==> src/rtl/flmm_pkg.sv <==
package flmm_pkg;

  typedef enum logic [2:0] {
    ST_IDLE = 3'd0,
    ST_CMD  = 3'd1,
    ST_ADR  = 3'd2,
    ST_DMY  = 3'd3,
    ST_DAT  = 3'd4
  } seq_state_e;

  // Decoded sequence shape; lane fields hold log2 of the lane count.
  typedef struct packed {
    logic       with_cmd;
    logic [2:0] addr_bytes;
    logic [3:0] dummy;
    logic [1:0] adr_sh;
    logic [1:0] dat_sh;
  } seq_cfg_t;

  function automatic logic [1:0] lane_shift(input logic [1:0] fld);
    case (fld)
      2'd0:    lane_shift = 2'd0;
      2'd1:    lane_shift = 2'd1;
      default: lane_shift = 2'd2;
    endcase
  endfunction

  // Opcodes whose address phase also uses the wide data lanes.
  function automatic logic wide_addr_op(input logic [7:0] op);
    case (op)
      8'hBB, 8'hEB, 8'hBC, 8'hEC: wide_addr_op = 1'b1;
      default:                    wide_addr_op = 1'b0;
    endcase
  endfunction

  function automatic seq_cfg_t decode_cfg(
    input logic       with_cmd,
    input logic [2:0] nab_fld,
    input logic       fast,
    input logic [3:0] dmy_fld,
    input logic [1:0] lane_fld,
    input logic [7:0] op
  );
    seq_cfg_t c;
    c.with_cmd   = with_cmd;
    c.addr_bytes = (nab_fld > 3'd4) ? 3'd4 : nab_fld;
    c.dummy      = fast ? dmy_fld : 4'd0;
    c.dat_sh     = lane_shift(lane_fld);
    c.adr_sh     = wide_addr_op(op) ? c.dat_sh : 2'd0;
    return c;
  endfunction

endpackage

==> src/rtl/flmm_seq.sv <==
module flmm_seq
  import flmm_pkg::*;
#(
  parameter int DATA_BYTES = 4
) (
  input  logic       clk,
  input  logic       rst_n,
  input  logic       start,
  input  seq_cfg_t   cfg_in,
  output logic       accept,
  output logic       idle,
  output seq_state_e state,
  output logic       phase_hi,
  output seq_cfg_t   cfg_q,
  output logic       beat_end,
  output logic       xfer_done
);

  localparam int MAXB  = (DATA_BYTES * 8 > 32) ? DATA_BYTES * 8 : 32;
  localparam int CNT_W = $clog2(MAXB + 1);
  localparam int BW    = CNT_W + 1;

  seq_state_e st_q, st_d;
  logic       ph_q, ph_d;
  logic [CNT_W-1:0] cnt_q, cnt_d;
  seq_cfg_t   cfg_d;
  seq_state_e nxt_first, nxt_run;
  logic       last_beat;

  function automatic logic [BW-1:0] beats(input seq_state_e s, input seq_cfg_t c);
    case (s)
      ST_CMD:  beats = BW'(8);
      ST_ADR:  beats = BW'({c.addr_bytes, 3'b000}) >> c.adr_sh;
      ST_DMY:  beats = BW'(c.dummy);
      ST_DAT:  beats = BW'(DATA_BYTES * 8) >> c.dat_sh;
      default: beats = BW'(1);
    endcase
  endfunction

  function automatic seq_state_e follow(input seq_state_e s, input seq_cfg_t c);
    seq_state_e after_cmd;
    after_cmd = (c.addr_bytes != 3'd0) ? ST_ADR :
                (c.dummy != 4'd0)      ? ST_DMY : ST_DAT;
    case (s)
      ST_IDLE: follow = c.with_cmd ? ST_CMD : after_cmd;
      ST_CMD:  follow = after_cmd;
      ST_ADR:  follow = (c.dummy != 4'd0) ? ST_DMY : ST_DAT;
      default: follow = ST_DAT;
    endcase
  endfunction

  always_comb begin
    idle      = (st_q == ST_IDLE);
    accept    = idle & start;
    nxt_first = follow(ST_IDLE, cfg_in);
    nxt_run   = follow(st_q, cfg_q);
    beat_end  = ~idle & ph_q;
    last_beat = beat_end & (cnt_q == '0);
    xfer_done = last_beat & (st_q == ST_DAT);
  end

  always_comb begin
    st_d  = st_q;
    ph_d  = ph_q;
    cnt_d = cnt_q;
    cfg_d = cfg_q;
    if (idle) begin
      ph_d = 1'b0;
      if (start) begin
        cfg_d = cfg_in;
        st_d  = nxt_first;
        cnt_d = CNT_W'(beats(nxt_first, cfg_in) - 1'b1);
      end
    end else begin
      ph_d = ~ph_q;
      if (ph_q) begin
        if (cnt_q == '0) begin
          st_d  = (st_q == ST_DAT) ? ST_IDLE : nxt_run;
          cnt_d = CNT_W'(beats(nxt_run, cfg_q) - 1'b1);
        end else begin
          cnt_d = cnt_q - 1'b1;
        end
      end
    end
  end

  always_ff @(posedge clk or negedge rst_n) begin
    if (!rst_n) begin
      st_q  <= ST_IDLE;
      ph_q  <= 1'b0;
      cnt_q <= '0;
      cfg_q <= '0;
    end else begin
      st_q  <= st_d;
      ph_q  <= ph_d;
      cnt_q <= cnt_d;
      if (accept) cfg_q <= cfg_d;
    end
  end

  assign state    = st_q;
  assign phase_hi = ph_q;

endmodule

==> src/rtl/flmm_txshift.sv <==
module flmm_txshift
  import flmm_pkg::*;
(
  input  logic        clk,
  input  logic        rst_n,
  input  logic        load,
  input  seq_cfg_t    load_cfg,
  input  logic [7:0]  opcode,
  input  logic [31:0] addr,
  input  logic        shift_en,
  input  logic [1:0]  lane_sh,
  output logic [3:0]  io_o
);

  logic [39:0] tx_q, tx_d;
  logic [31:0] aligned;
  logic [5:0]  pad;

  always_comb begin
    pad     = {3'(3'd4 - load_cfg.addr_bytes), 3'b000};
    aligned = addr << pad;
    tx_d    = tx_q;
    if (load) begin
      tx_d = load_cfg.with_cmd ? {opcode, aligned} : {aligned, 8'h00};
    end else if (shift_en) begin
      case (lane_sh)
        2'd0:    tx_d = tx_q << 1;
        2'd1:    tx_d = tx_q << 2;
        default: tx_d = tx_q << 4;
      endcase
    end
  end

  always_ff @(posedge clk or negedge rst_n) begin
    if (!rst_n) tx_q <= '0;
    else        tx_q <= tx_d;
  end

  always_comb begin
    case (lane_sh)
      2'd0:    io_o = {3'b000, tx_q[39]};
      2'd1:    io_o = {2'b00, tx_q[39:38]};
      default: io_o = tx_q[39:36];
    endcase
  end

endmodule

==> src/rtl/flmm_rxassemble.sv <==
module flmm_rxassemble #(
  parameter int DATA_BYTES = 4
) (
  input  logic                    clk,
  input  logic                    rst_n,
  input  logic                    clear,
  input  logic                    sample,
  input  logic [1:0]              lane_sh,
  input  logic [3:0]              io_i,
  output logic [DATA_BYTES*8-1:0] word
);

  localparam int WORD_W = DATA_BYTES * 8;
  localparam int IDX_W  = (DATA_BYTES > 1) ? $clog2(DATA_BYTES) : 1;

  logic [7:0]        acc_q, acc_d, nb;
  logic [3:0]        fill_q, fill_d, fill_nx;
  logic [IDX_W-1:0]  idx_q, idx_d;
  logic [WORD_W-1:0] word_q, word_d;

  always_comb begin
    case (lane_sh)
      2'd0:    nb = {acc_q[6:0], io_i[1]};
      2'd1:    nb = {acc_q[5:0], io_i[1:0]};
      default: nb = {acc_q[3:0], io_i[3:0]};
    endcase
    fill_nx = fill_q + (4'd1 << lane_sh);
    acc_d   = acc_q;
    fill_d  = fill_q;
    idx_d   = idx_q;
    word_d  = word_q;
    if (clear) begin
      acc_d  = '0;
      fill_d = '0;
      idx_d  = '0;
      word_d = '0;
    end else if (sample) begin
      acc_d = nb;
      if (fill_nx == 4'd8) begin
        fill_d = '0;
        word_d[idx_q*8 +: 8] = nb;
        idx_d  = idx_q + 1'b1;
      end else begin
        fill_d = fill_nx;
      end
    end
  end

  always_ff @(posedge clk or negedge rst_n) begin
    if (!rst_n) begin
      acc_q  <= '0;
      fill_q <= '0;
      idx_q  <= '0;
      word_q <= '0;
    end else begin
      acc_q  <= acc_d;
      fill_q <= fill_d;
      idx_q  <= idx_d;
      word_q <= word_d;
    end
  end

  assign word = word_q;

endmodule

==> src/rtl/flmm_read_engine.sv <==
module flmm_read_engine
  import flmm_pkg::*;
#(
  parameter int ADDR_W     = 32,
  parameter int DATA_BYTES = 4
) (
  input  logic                    clk,
  input  logic                    rst_n,
  input  logic                    mm_en,
  input  logic [31:0]             cfg_xfer_ctrl,
  input  logic [7:0]              cfg_rd_opcode,
  input  logic                    rd_req,
  input  logic [ADDR_W-1:0]       rd_addr,
  output logic                    rd_valid,
  output logic                    rd_err,
  output logic [DATA_BYTES*8-1:0] rd_data,
  output logic                    spi_cs_n,
  output logic                    spi_sck,
  output logic [3:0]              spi_io_o,
  output logic [3:0]              spi_io_oe,
  input  logic [3:0]              spi_io_i
);

  localparam int WORD_W = DATA_BYTES * 8;

  seq_cfg_t    cfg_in, cfg_q;
  seq_state_e  state;
  logic        accept, idle, phase_hi, beat_end, xfer_done;
  logic        err_req;
  logic        valid_q, valid_d, err_q, err_d;
  logic [31:0] addr32;
  logic [WORD_W-1:0] word;
  logic [1:0]  tx_lane;
  logic        ctrl_unused;

  assign ctrl_unused = ^{cfg_xfer_ctrl[31:20], cfg_xfer_ctrl[7:6], cfg_xfer_ctrl[2:0]};
  assign addr32      = 32'(rd_addr);
  assign cfg_in      = decode_cfg(cfg_xfer_ctrl[11], cfg_xfer_ctrl[10:8], cfg_xfer_ctrl[3],
                                  cfg_xfer_ctrl[19:16], cfg_xfer_ctrl[5:4], cfg_rd_opcode);

  flmm_seq #(.DATA_BYTES(DATA_BYTES)) seq_i (
    .clk       (clk),
    .rst_n     (rst_n),
    .start     (rd_req & mm_en),
    .cfg_in    (cfg_in),
    .accept    (accept),
    .idle      (idle),
    .state     (state),
    .phase_hi  (phase_hi),
    .cfg_q     (cfg_q),
    .beat_end  (beat_end),
    .xfer_done (xfer_done)
  );

  assign tx_lane = (state == ST_CMD) ? 2'd0 : cfg_q.adr_sh;

  flmm_txshift tx_i (
    .clk      (clk),
    .rst_n    (rst_n),
    .load     (accept),
    .load_cfg (cfg_in),
    .opcode   (cfg_rd_opcode),
    .addr     (addr32),
    .shift_en (beat_end & ((state == ST_CMD) | (state == ST_ADR))),
    .lane_sh  (tx_lane),
    .io_o     (spi_io_o)
  );

  flmm_rxassemble #(.DATA_BYTES(DATA_BYTES)) rx_i (
    .clk     (clk),
    .rst_n   (rst_n),
    .clear   (accept),
    .sample  (beat_end & (state == ST_DAT)),
    .lane_sh (cfg_q.dat_sh),
    .io_i    (spi_io_i),
    .word    (word)
  );

  always_comb begin
    err_req = rd_req & ~mm_en & idle;
    valid_d = xfer_done | err_req;
    err_d   = err_req;
  end

  always_ff @(posedge clk or negedge rst_n) begin
    if (!rst_n) begin
      valid_q <= 1'b0;
      err_q   <= 1'b0;
    end else begin
      valid_q <= valid_d;
      err_q   <= err_d;
    end
  end

  always_comb begin
    case (state)
      ST_CMD: spi_io_oe = 4'b0001;
      ST_ADR: begin
        case (cfg_q.adr_sh)
          2'd0:    spi_io_oe = 4'b0001;
          2'd1:    spi_io_oe = 4'b0011;
          default: spi_io_oe = 4'b1111;
        endcase
      end
      default: spi_io_oe = 4'b0000;
    endcase
  end

  assign spi_cs_n = idle;
  assign spi_sck  = ~idle & phase_hi;
  assign rd_valid = valid_q;
  assign rd_err   = err_q;
  assign rd_data  = word & {WORD_W{valid_q & ~err_q}};

endmodule

==> config.mk <==
export PLATFORM = sky130hd
export DESIGN_NAME = flmm_read_engine
export DESIGN_NICKNAME = d
export VERILOG_FILES = /design/src/rtl/flmm_pkg.sv /design/src/rtl/flmm_seq.sv /design/src/rtl/flmm_txshift.sv /design/src/rtl/flmm_rxassemble.sv /design/src/rtl/flmm_read_engine.sv
export SDC_FILE = /design/constraint.sdc
export NUM_CORES = 1
export LEC_CHECK = 0
export CORE_AREA = 2 2 122 124
export DETAILED_ROUTE_END_ITERATION = 8
export DIE_AREA = 0 0 124 126
export PLACE_DENSITY = 0.81
export SLEW_MARGIN = 20
export SYNTH_ARGS = -nofsm -noshare
export SYNTH_HDL_FRONTEND = slang
export SYNTH_SLANG_ARGS = --single-unit
==> constraint.sdc <==
create_clock -name clk -period 3.59 [get_ports clk]
set_input_delay 0.5385 -clock clk [delete_from_list [all_inputs] [get_ports clk]]
set_output_delay 0.5385 -clock clk [all_outputs]
set_load 0.01 [all_outputs]
; ---- Yosys cells after proc, flatten, opt, wreduce, memory -nomap -nowiden
; Cells that the tools add are included.
[classes]
shifts = 8
reduce_logical = 20
addsub = 7
n_mul = 0
n_bitwise = 17
mux = 50
n_eq_ne = 21
n_div = 0
order_cmp = 1
[ops]
columns = op, count
row1 = two-way mux 40 bit, 3
row2 = two-way mux 32 bit, 3
row3 = case mux 40 bit (2 select lines), 1
row4 = two-way mux 6 bit, 9
row5 = case mux 6 bit (4 select lines), 2
row6 = two-way mux 3 bit, 12
row7 = negation 5 -> 34 bit, 1
row8 = "variable shift 8 x 34 -> 32 bit, first input constant", 1
row9 = variable part select 8 x 34 -> 32 bit, 1
row10 = bitwise AND 32 bit, 1
row11 = bitwise mux 32 bit, 1
row12 = "== test 8 bit, second input constant", 4
row13 = left shift 32 x 6 -> 32 bit, 1
row14 = case mux 4 bit (2 select lines), 3
row15 = "subtractor 6 x 1 -> 6 bit, second input constant", 3
row16 = two-way mux 4 bit, 4
row17 = case mux 8 bit (2 select lines), 1
row18 = "== test 3 x 2 -> 1 bit, second input constant", 5
row19 = two-way mux 7 bit, 2
row20 = right shift 6 x 2 -> 6 bit, 2
row21 = "right shift 6 x 2 -> 6 bit, first input constant", 2
row22 = bitwise AND 1 bit, 10
row23 = two-way mux 2 bit, 5
row24 = nonzero test 2 bit, 5
row25 = 23 further kinds, 42
[word_totals]
ramBits = 0
memories = 0
output_inout_bits = 44
wordCells = 139
reg_bits = 109
latch_bits = 0
mem_bits_ro = 0

; ---- Longest topological paths before layout
; Gate-level depths: netlist of the first run.
[logic_depth]
word_depth = 14
ltp_mapped = 17

; ---- Cells and area by module
; Synthesis of the first run repeated with hierarchy kept, for this count alone.
[unflattened]
cells_unflattened = 916
hier_area_um2 = 8429.3
[modules_own_cells]
columns = module, cells_per_inst, area_each_um2, instances, seq_area_each_um2
row1 = flmm_txshift, 425, 3741.1, 1, 1001.0
row2 = flmm_rxassemble, 242, 2527.4, 1, 1126.1
row3 = flmm_seq, 177, 1665.3, 1, 550.5
row4 = flmm_read_engine, 72, 495.5, 1, 50.0

; ---- Worst setup path after synthesis of the first run
; No wires, ideal clock.
[synth_timing]
kind = input to register
from = input port cfg_xfer_ctrl[8]
to = register seq_i.cnt_q[4]
slack_ps = 417
path_buffers = 3
t_arrival_ps = 3035
path_stages = 17
setup_time_ps = 138
path_cell_list = nor2b_1 > clkbuf_1 > inv_1 > buf_2 > buf_2 > ha_1 > ha_1 > and3b_1 > a21o_1 > o31ai_1 > a41oi_1 > inv_1 > ha_1 > inv_1 > a221oi_1 > xor2_1 > o21ai_0
[synth_via]
elab_chain_cells = 12
[synth_rtl]
columns = item, line_no
row1 = "start, declared", flmm_read_engine.sv:10  ; input logic [31:0] cfg_xfer_ctrl,
row2 = > comparator 3 bit, flmm_pkg.sv:46  ; c.addr_bytes = (nab_fld > 3'd4) ? 3'd4 : nab_fld;
row3 = two-way mux 3 bit *, flmm_pkg.sv:46
row4 = nonzero test 3 bit, flmm_seq.sv:42  ; after_cmd = (c.addr_bytes != 3'd0) ? ST_ADR :
row5 = two-way mux 3 bit, flmm_seq.sv:42
row6 = two-way mux 3 bit, flmm_seq.sv:45  ; ST_IDLE: follow = c.with_cmd ? ST_CMD : after_cmd;
row7 = "== test 3 bit, or another cell as far along", flmm_seq.sv:31  ; case (s)
row8 = case mux 6 bit (4 select lines) *, flmm_seq.sv:31
row9 = two-way mux 6 bit *, flmm_seq.sv:69  ; if (start) begin
row10 = two-way mux 6 bit *, flmm_seq.sv:67  ; if (idle) begin
row11 = subtractor 6 x 1 -> 6 bit *, flmm_seq.sv:72  ; cnt_d = CNT_W'(beats(nxt_first, cfg_in) - 1'b1);
row12 = two-way mux 6 bit *, flmm_seq.sv:69
row13 = two-way mux 6 bit *, flmm_seq.sv:67
row14 = "end signal, assigned", flmm_seq.sv:96  ; cnt_q <= cnt_d;
row15 = "end, declared", flmm_seq.sv:25  ; logic [CNT_W-1:0] cnt_q, cnt_d;
; Mark *: on every way between the ends. The rest lies on a longest branch, timed or not. The select of a mux whose other input is x is not followed.
; A chain may end at the register's enable or synchronous reset.

; ---- Final worst setup path of the first run
[layout_timing]
from = register seq_i.st_q[0] (netlist: seq_i.state[0])
to = output port spi_io_o[0]
[layout_via]
elab_chain_cells = 4
[layout_rtl]
columns = item, line_no
row1 = "start, declared", flmm_seq.sv:23  ; seq_state_e st_q, st_d;
row2 = "start signal, assigned", flmm_seq.sv:94  ; st_q <= st_d;
row3 = == test 3 x 1 -> 1 bit *, flmm_read_engine.sv:55  ; assign tx_lane = (state == ST_CMD) ? 2'd0 : cfg_q.adr_sh;
row4 = two-way mux 2 bit *, flmm_read_engine.sv:55
row5 = == test 2 x 1 -> 1 bit / logical NOT 2 bit (equally long branches), flmm_txshift.sv:40  ; case (lane_sh)
row6 = case mux 4 bit (2 select lines) *, flmm_txshift.sv:40
row7 = "end, declared", flmm_read_engine.sv:19  ; output logic [3:0] spi_io_o,
; Mark *: on every way between the ends. The rest lies on a longest branch, timed or not.

==> results of run 1 <==
==> routing by layer <==
| layer | GRT usage | wire [um] | vias to the layer above |
|---|---|---|---|
| li1 | - | - | 3715 |
| met1 | 0.410 | 9510 | 3645 |
| met2 | 0.441 | 10100 | 402 |
| met3 | 0.0448 | 2050 | 49 |
| met4 | 0.0952 | 527 | 0 |
| met5 | 0 | 0 | - |
==> stage by stage <==
step / hold WS, ns / total power (uW) / instance area [um^2] / worst slack, ns
floorplan: 0.243 / 1370 / 7750 / 0.417
global placement: 0.453 / 1520 / 8870 / 0.441
detailed placement: 0.459 / 1530 / 8870 / 0.376
CTS: 0.284 / 2570 / 9170 / 0.557
global route: 0.321 / 2650 / 9210 / 0.306
finish: 0.262 / 2570 / 9210 / 0.512
==> logic make-up (layout without fill, tap and decap cells) <==
logic type | Yosys count | after routing | share of synthesized area
compound gates | 339 | 339 | 0.278
buf+inv | 99 | 162 | 0.0546
mux | 37 | 37 | 0.0493
xor+xnor | 8 | 8 | 0.00905
fa+ha+maj | 11 | 11 | 0.0187
simple gates | 394 | 394 | 0.238
flops | 109 | 109 | 0.352
==> sequential cells by signal, summed over array words and instances (netlist names) <==
signal / count
tx_i.tx_q: 40
rx_i.word: 32
seq_i.cfg_q: 12
rx_i.acc_q: 7
seq_i.cnt_q: 6
rx_i.fill_q: 4
seq_i.state: 3
rx_i.idx_q: 2
rd_err: 1
rd_valid: 1
seq_i.phase_hi: 1
==> critical path, cell delays in order (launching register included) <==
cell and delay [ns]:
sky130_fd_sc_hd__dfrtp_1 0.50, sky130_fd_sc_hd__nor2b_1 0.23, sky130_fd_sc_hd__nand2b_1 0.35, sky130_fd_sc_hd__and2_1 0.32
sky130_fd_sc_hd__a22oi_1 0.15, sky130_fd_sc_hd__o21ai_0 0.12, sky130_fd_sc_hd__clkdlybuf4s50_1 0.51
==> power by group through the flow <==
| stage | combinational [uW] | clock (uW) | sequential (uW) |
|---|---|---|---|
| after floorplan | 124 | 0 | 1250 |
| after global placement | 272 | 0 | 1250 |
| after detailed placement | 275 | 0 | 1250 |
| after CTS | 277 | 1070 | 1230 |
| after global routing | 303 | 1120 | 1230 |
| final | 282 | 1070 | 1230 |
==> cells in the mapped netlist, types with 4 or more instances <==
| cell | number |
|---|---|
| sky130_fd_sc_hd__o211a_1 | 4 |
| sky130_fd_sc_hd__o21ai_1 | 10 |
| sky130_fd_sc_hd__nand4_1 | 6 |
| sky130_fd_sc_hd__mux2i_1 | 28 |
| sky130_fd_sc_hd__nand2_1 | 145 |
| sky130_fd_sc_hd__nor2b_1 | 35 |
| sky130_fd_sc_hd__clkbuf_1 | 58 |
| sky130_fd_sc_hd__mux2_2 | 9 |
| sky130_fd_sc_hd__o22ai_1 | 13 |
| sky130_fd_sc_hd__a221oi_1 | 4 |
| sky130_fd_sc_hd__o211ai_1 | 26 |
| sky130_fd_sc_hd__a21oi_1 | 47 |
| sky130_fd_sc_hd__and3_1 | 6 |
| sky130_fd_sc_hd__nor2_1 | 108 |
| sky130_fd_sc_hd__o31ai_1 | 34 |
| sky130_fd_sc_hd__buf_1 | 5 |
| sky130_fd_sc_hd__nand2b_1 | 5 |
| sky130_fd_sc_hd__ha_1 | 10 |
| sky130_fd_sc_hd__o21ai_0 | 87 |
| sky130_fd_sc_hd__xnor2_1 | 5 |
| sky130_fd_sc_hd__buf_2 | 18 |
| sky130_fd_sc_hd__o2bb2ai_1 | 4 |
| sky130_fd_sc_hd__a22oi_1 | 35 |
| sky130_fd_sc_hd__and2_1 | 40 |
| sky130_fd_sc_hd__dfrtp_1 | 109 |
| sky130_fd_sc_hd__nand3_1 | 23 |
| sky130_fd_sc_hd__nor3_1 | 5 |
| sky130_fd_sc_hd__a31oi_1 | 49 |
| sky130_fd_sc_hd__inv_1 | 13 |
==> worst min-delay path by stage <==
stage,startpoint,depth (start not counted),endpoint
4_1_cts,rst_n,1,tx_i.tx_q[15]
3_5_place_dp,rx_i.word[29],2,rx_i.word[29]
6_report,rst_n,1,seq_i.cnt_q[2]
3_3_place_gp,rx_i.word[6],2,rx_i.word[6]
5_1_grt,rst_n,1,seq_i.cnt_q[3]
2_1_floorplan,rst_n,0,rd_err
==> final cells by class <==
class | instances | area, um^2 | share of cell area
clock buffers | 10 | 229 | 0.0249
clock inverters | 6 | 77.6 | 0.00843
inverters | 14 | 55.1 | 0.00598
multi-input cells | 789 | 4620 | 0.502
flip-flops and latches | 109 | 2730 | 0.296
well taps | 184 | 230 | 0.0250
repair buffers | 132 | 1260 | 0.137
==> results.rst, run 1 <==
.. list-table::
   :header-rows: 1

   * - Metric
     - Value
   * - Final TNS setup
     - 0 ns
   * - Worst-Margin Slew
     - 0.781 ns
   * - Via count of the routed design
     - 7811
   * - Worst reg2reg setup slack
     - 0.73 ns
   * - Fin util
     - 0.643
   * - Floorplan die area
     - 15600 um^2
   * - Number of global-route vias before repair
     - 6874
   * - Initial cell density of the core
     - 0.541
   * - Master cell of the clock root buffer
     - sky130_fd_sc_hd__clkbuf_16
   * - Critical Path AT
     - 2.54 ns
   * - Slew Limit Headroom
     - 0.479
   * - Number of buffers on the longest clock path
     - 2
   * - Cell row count
     - 44
   * - Dpl hpwl
     - 15.4 mm
   * - Net total in the final layout
     - 1146
   * - Vertical die dimension
     - 126 um
   * - Weighted congestion reported at the end of routability-driven placement
     - 0.899
   * - Number of antenna violations at the first check in global routing
     - 0
   * - Async set or reset register ratio after synthesis
     - 1.00
   * - CP startpoint
     - seq_i.state[0]
   * - Part of the total power dissipated in combinational logic
     - 0.109
   * - CTS tree
     - yes
   * - Avg WL per Cell
     - 17.9 um
   * - Largest net degree at the start of global routing
     - 77
   * - Final global-route overflow total
     - 0
   * - Timing-limited maximum frequency
     - 325 MHz
   * - Count of antenna-violating nets left after detailed routing
     - 0
   * - R2R cell count
     - 7
   * - Clock buffer count from CTS
     - 9
   * - Drt pass-1 iters
     - 6
   * - Top cells by area, synth
     - sky130_fd_sc_hd__dfrtp_1, sky130_fd_sc_hd__nand2_1, sky130_fd_sc_hd__o21ai_0
   * - H-tree depth
     - 3
   * - Chip Width
     - 124 um
   * - Maximum fanout count along the critical path
     - 13
   * - Pleak
     - 0.00374 uW
   * - Post-Route WL
     - 22.2 mm
   * - Global-route total usage across every layer
     - 0.286
   * - Number of ports placed on the die boundary
     - 124
   * - Most frequent standard cell in the layout excluding fill and tap cells
     - sky130_fd_sc_hd__nand2_1
   * - Cts-stage hold buffer count
     - 0
   * - Synth warn
     - 0
   * - Time the worst path needs with I/O delays and setup
     - 3.08 ns
   * - Power dissipated by switching net loads
     - 667 uW
   * - Crit Reg-Reg Endpoint
     - tx_i.tx_q[10]
   * - Clock Pin Slew Worst Setup and Hold Paths
     - 0.07 ns
   * - Fraction of power consumed by sequential logic
     - 0.476
   * - Per-cell via count in the routed design
     - 6.28
   * - Setup violation total in the final timing report
     - 0
   * - Destination of the critical timing path
     - spi_io_o[0]
   * - Top cell type by total area after synthesis
     - sky130_fd_sc_hd__dfrtp_1
   * - Sequential area share after synthesis
     - 0.352
   * - Number of cells in the finished layout apart from fillers
     - 1244
   * - Starting DRC count in detailed routing
     - 1021
   * - Clock tree skew after final layout
     - 0.0105 ns
   * - Power density over cell area
     - 280 nW/um^2
   * - Final Hold Vio Count
     - 0
   * - Placed cell count
     - 1227
   * - Floorplan Core Area
     - 14300 um^2
   * - Max-cap violations
     - 0
   * - Antenna diode count
     - 0
   * - Max-slew violations
     - 0
   * - Area delta synth->final
     - 18.8%
   * - Clock sink total
     - 109
   * - Crit start category
     - flop
   * - Yosys reg bits
     - 109
   * - Switching part of the total
     - 0.259
   * - Post-route fraction of the period consumed by the critical path
     - 0.857
   * - Port bufs
     - 102
   * - Commonest non-fill, non-tap cells in the layout
     - sky130_fd_sc_hd__nand2_1, sky130_fd_sc_hd__dfrtp_1, sky130_fd_sc_hd__nor2_1
   * - Peak VDD IR
     - 0.245 mV
   * - Post-cts sizing count
     - 0
   * - Fill cell instance count of the final layout
     - 1242
   * - Cells after Synth
     - 997
   * - Run status
     - finished, final reports clean
   * - Critical path start-end classification
     - flop to primary output
   * - Ratio of cells with drive above 1 in the final layout
     - 0.0679
   * - Clk network pwr share
     - 0.414
   * - Area share of the largest cell type after synthesis
     - 0.352
   * - Cell-internal power
     - 1910 uW
   * - Main flop type after synthesis
     - sky130_fd_sc_hd__dfrtp_1
   * - Wire length of the first global-routing pass
     - 35.5 mm
   * - Post-synth EDFFs
     - 0
   * - Required time at the worst-slack endpoint
     - 3.05 ns
   * - Unrepaired setup endpoints after global routing
     - false
   * - Number of distinct library cells after synthesis
     - 61
   * - Setup fix buffers added after clock tree synthesis
     - 0
   * - Area of the mapped netlist
     - 7750 um^2
   * - Capturing element type of the critical path
     - primary output
   * - Mapped Nets
     - 1088
   * - Clock latency reported for the late side of the worst-skew pair
     - 0.36 ns
   * - Mean instance size in the synthesized netlist
     - 7.77 um^2
   * - Reg-to-reg startpoint
     - seq_i.state[2]
   * - Hold Crit Class
     - input port to asynchronous set/reset pin
   * - DRC violations left
     - 0
No activity file was read; power rests on OpenSTA's default activity.
==> run 2, diff against run 1 <==
Settings changed: CORE_AREA 2 2 122 124 to 2 2 127 129, DIE_AREA 0 0 124 126 to 0 0 129 131, PLACE_DENSITY 0.81 to 0.8, SYNTH_HIERARCHICAL from default to 1.
==> run 2 against run 1 <==
Compared with the run above: synthesized cell count is 8.1% lower; clock-buffer cell count is 3 higher; combinational power is 8.5% higher; critical path depth grew 6; utilization fell by 0.74 points; non-clock buffer count decreased by 4; total power is 0.81% higher; sequential share of layout area is 2.1 points lower; sequential power about the same; sequential cell count did not move; first-iteration DRC count is 35% lower; critical path type is now input port to flop.
==> results.rst, run 2 <==
.. list-table::
   :header-rows: 1

   * - Metric
     - Value
   * - Wire length of the first global-routing pass
     - 35.8 mm
   * - Sequential area share after synthesis
     - 0.324
   * - Largest delay contributor family on the critical path
     - compound AO/OA/AOI/OAI gates
   * - Largest register by flop count
     - tx_i/tx_q
   * - Number of buffers on the longest clock path
     - 2
   * - H-tree depth
     - 3
   * - Port bufs
     - 102
   * - Max-slew violations
     - 0
   * - Mapped Nets
     - 1005
   * - Hold Crit Class
     - input port to asynchronous set/reset pin
   * - Combined flip-flop and latch cell area
     - 2730 um^2
   * - Required time at the worst-slack endpoint
     - 3.82 ns
   * - Most frequent standard cell in the layout excluding fill and tap cells
     - sky130_fd_sc_hd__mux2i_1
   * - Commonest non-fill, non-tap cells in the layout
     - sky130_fd_sc_hd__mux2i_1, sky130_fd_sc_hd__dfrtp_1, sky130_fd_sc_hd__clkdlybuf4s50_1
   * - Floorplan Core Area
     - 15600 um^2
   * - Max FFs per register
     - 40
   * - Antenna diode count
     - 0
   * - Cells after Synth
     - 916
   * - Global-route total usage across every layer
     - 0.265
   * - Area share of the largest cell type after synthesis
     - 0.324
   * - Post-Route WL
     - 22.1 mm
   * - Ranking of synthesized cells by instance count
     - sky130_fd_sc_hd__mux2i_1, sky130_fd_sc_hd__dfrtp_1, sky130_fd_sc_hd__nand2_1, sky130_fd_sc_hd__nor2_1, sky130_fd_sc_hd__nand2b_1
   * - Number of antenna violations at the first check in global routing
     - 0
   * - Final WS setup
     - 0.430 ns
   * - Power density over cell area
     - 262 nW/um^2
   * - Timing-limited maximum frequency
     - 316 MHz
   * - Starting DRC count in detailed routing
     - 666
   * - Unrepaired setup endpoints after global routing
     - false
   * - Async set or reset register ratio after synthesis
     - 1.00
   * - Top-count cell post-synth
     - sky130_fd_sc_hd__mux2i_1
   * - Dpl hpwl
     - 15.7 mm
   * - Time the worst path needs with I/O delays and setup
     - 3.16 ns
   * - Capturing element type of the critical path
     - flop
   * - Pleak
     - 0.00384 uW
   * - Chip Width
     - 129 um
   * - Met1 Usage GRT
     - 0.360
   * - Worst reg2reg setup slack
     - 0.66 ns
   * - Floorplan die area
     - 16900 um^2
   * - Worst-Margin Slew
     - 1.00 ns
   * - Vertical die dimension
     - 131 um
   * - Post-cts sizing count
     - 0
   * - Setup fix buffers added after clock tree synthesis
     - 0
   * - Critical Path AT
     - 3.39 ns
   * - Placed cell count
     - 1188
   * - Net total in the final layout
     - 1072
   * - Master cell of the clock root buffer
     - sky130_fd_sc_hd__clkbuf_16
   * - Mean instance size in the synthesized netlist
     - 9.20 um^2
   * - Top cells by area, synth
     - sky130_fd_sc_hd__dfrtp_1, sky130_fd_sc_hd__mux2i_1, sky130_fd_sc_hd__nand2_1
   * - Per-cell via count in the routed design
     - 6.15
   * - DRC violations left
     - 0
   * - Most common cell on crit path
     - sky130_fd_sc_hd__a21oi_1
   * - Multi-input gate area
     - 5310 um^2
   * - Met2 capacity usage during global routing
     - 0.441
   * - DP Worst Slack
     - 0.0846 ns
   * - Slew Limit Headroom
     - 0.326
   * - Clock tree skew after final layout
     - 0.0119 ns
   * - Ordered list of cells on the worst path
     - clkdlybuf4s50_1, or3b_4, a2111oi_2, buf_4, mux2_2, a22oi_1, o31ai_1, a21oi_1, ha_1, o211ai_1, xnor2_1, a21oi_1
   * - Final TNS setup
     - 0 ns
   * - Drt pass-1 iters
     - 6
   * - Cts-stage hold buffer count
     - 0
   * - Post-synth EDFFs
     - 0
   * - Count of antenna-violating nets left after detailed routing
     - 0
   * - Fill cell instance count of the final layout
     - 1300
   * - Global routing's busiest layer
     - met2
   * - Clock latency reported for the late side of the worst-skew pair
     - 0.36 ns
   * - Longest individual stage delay on the worst path
     - 0.49 ns
   * - Synth warn
     - 6
   * - Weighted congestion reported at the end of routability-driven placement
     - 0.908
   * - Reg-to-reg startpoint
     - seq_i/cfg_q[0]
   * - Initial cell density of the core
     - 0.540
   * - Crit start category
     - input port
   * - Run status
     - finished, final reports clean
   * - Yosys reg bits
     - 109
   * - Clock Pin Slew Worst Setup and Hold Paths
     - 0.08 ns
   * - Number of ports placed on the die boundary
     - 124
   * - Setup violation total in the final timing report
     - 0
   * - Critical path start-end classification
     - input port to flop
   * - Ratio of cells with drive above 1 in the final layout
     - 0.111
   * - Via count of the routed design
     - 7401
   * - R2R cell count
     - 6
   * - Number of cells in the finished layout apart from fillers
     - 1204
   * - Maximum fanout count along the critical path
     - 6
   * - Final global-route overflow total
     - 0
   * - Final Hold Vio Count
     - 0
   * - Buf+Inv Stages, Crit Path
     - 2
   * - Max-cap violations
     - 0
   * - Met3 Resource Use GR
     - 0.0419
   * - Clock buffer count from CTS
     - 9
   * - Avg WL per Cell
     - 18.4 um
   * - Master of the slowest instance on the critical path
     - sky130_fd_sc_hd__clkdlybuf4s50_1
   * - Largest net degree at the start of global routing
     - 62
   * - Area of the mapped netlist
     - 8430 um^2
   * - Clock sink total
     - 109
   * - Number of global-route vias before repair
     - 6947
   * - Cell row count
     - 46
   * - Peak VDD IR
     - 0.234 mV
   * - CTS tree
     - yes
   * - Number of distinct library cells after synthesis
     - 75
   * - Main flop type after synthesis
     - sky130_fd_sc_hd__dfrtp_1
   * - Post-route fraction of the period consumed by the critical path
     - 0.880
   * - Area delta synth->final
     - 17.6%
   * - Crit Reg-Reg Endpoint
     - rx_i/word[3]
   * - Top cell type by total area after synthesis
     - sky130_fd_sc_hd__dfrtp_1
-- run 2: stage by stage --
| step | instance area [um^2] | total power [uW] | util | hold WS [ns] |
|---|---|---|---|---|
| after floorplan | 8430 | 1410 | - | 0.243 |
| after global placement | 9600 | 1550 | 0.615 | 0.477 |
| after detailed placement | 9600 | 1550 | 0.615 | 0.488 |
| after CTS | 9910 | 2610 | 0.635 | 0.228 |
| after global routing | 9910 | 2680 | 0.636 | 0.259 |
| final | 9910 | 2590 | 0.636 | 0.201 |
-- run 2: cell families after synthesis --
group | synth area share
adder cells (fa/ha/maj) | 0.0134
flip-flops | 0.324
buffers and inverters | 0.0512
XOR/XNOR | 0.0141
AO/OA/AOI/OAI | 0.162
multiplexers | 0.201
AND/OR/NAND/NOR | 0.234
-- run 2: report_power, final --
part           switching [uW]  total, uW  leakage (uW)  internal (uW)
Combinational             163        306       0.00223            143
Sequential               1.42       1230       0.00146           1230
Clock                     461       1060      0.000152            598
-- run 2: per-layer routing --
metal  vias up  part of all wire
met2       297              0.48
met3        34             0.062
met5         -                 0
met1      3614              0.44
li1       3456                 -
met4         0             0.020
-- run 2: final cells by class --
type | instances | share of cell area
clock buffers | 13 | 0.0273
repair buffers | 128 | 0.124
clock inverters | 3 | 0.00429
flip-flops and latches | 109 | 0.275
multi-input cells | 720 | 0.536
well taps | 216 | 0.0273
inverters | 15 | 0.00568
-- run 2: worst max path at each step --
| stage | from | to | slack [ns] | cells past startpoint |
|---|---|---|---|---|
| 2_1_floorplan | cfg_rd_opcode[1] | seq_i/cnt_q[4] | 0.70 | 10 |
| 3_3_place_gp | cfg_rd_opcode[1] | seq_i/cnt_q[4] | 0.14 | 12 |
| 3_5_place_dp | cfg_rd_opcode[2] | seq_i/cnt_q[4] | 0.08 | 12 |
| 4_1_cts | cfg_rd_opcode[2] | seq_i/cnt_q[4] | 0.46 | 12 |
| 5_1_grt | cfg_rd_opcode[2] | seq_i/cnt_q[4] | 0.23 | 12 |
| 6_report | cfg_rd_opcode[2] | seq_i/cnt_q[4] | 0.43 | 12 |
-- run 2: worst reg2reg max path: cells and delay by family, from the launching register on --
family	cells	cell delay [ns]
muxes	1	0.27
xor gates and xnor gates	1	0.20
DFF	1	0.75
and+or+nand+nor	3	1.36
adders and majority gates	1	0.28
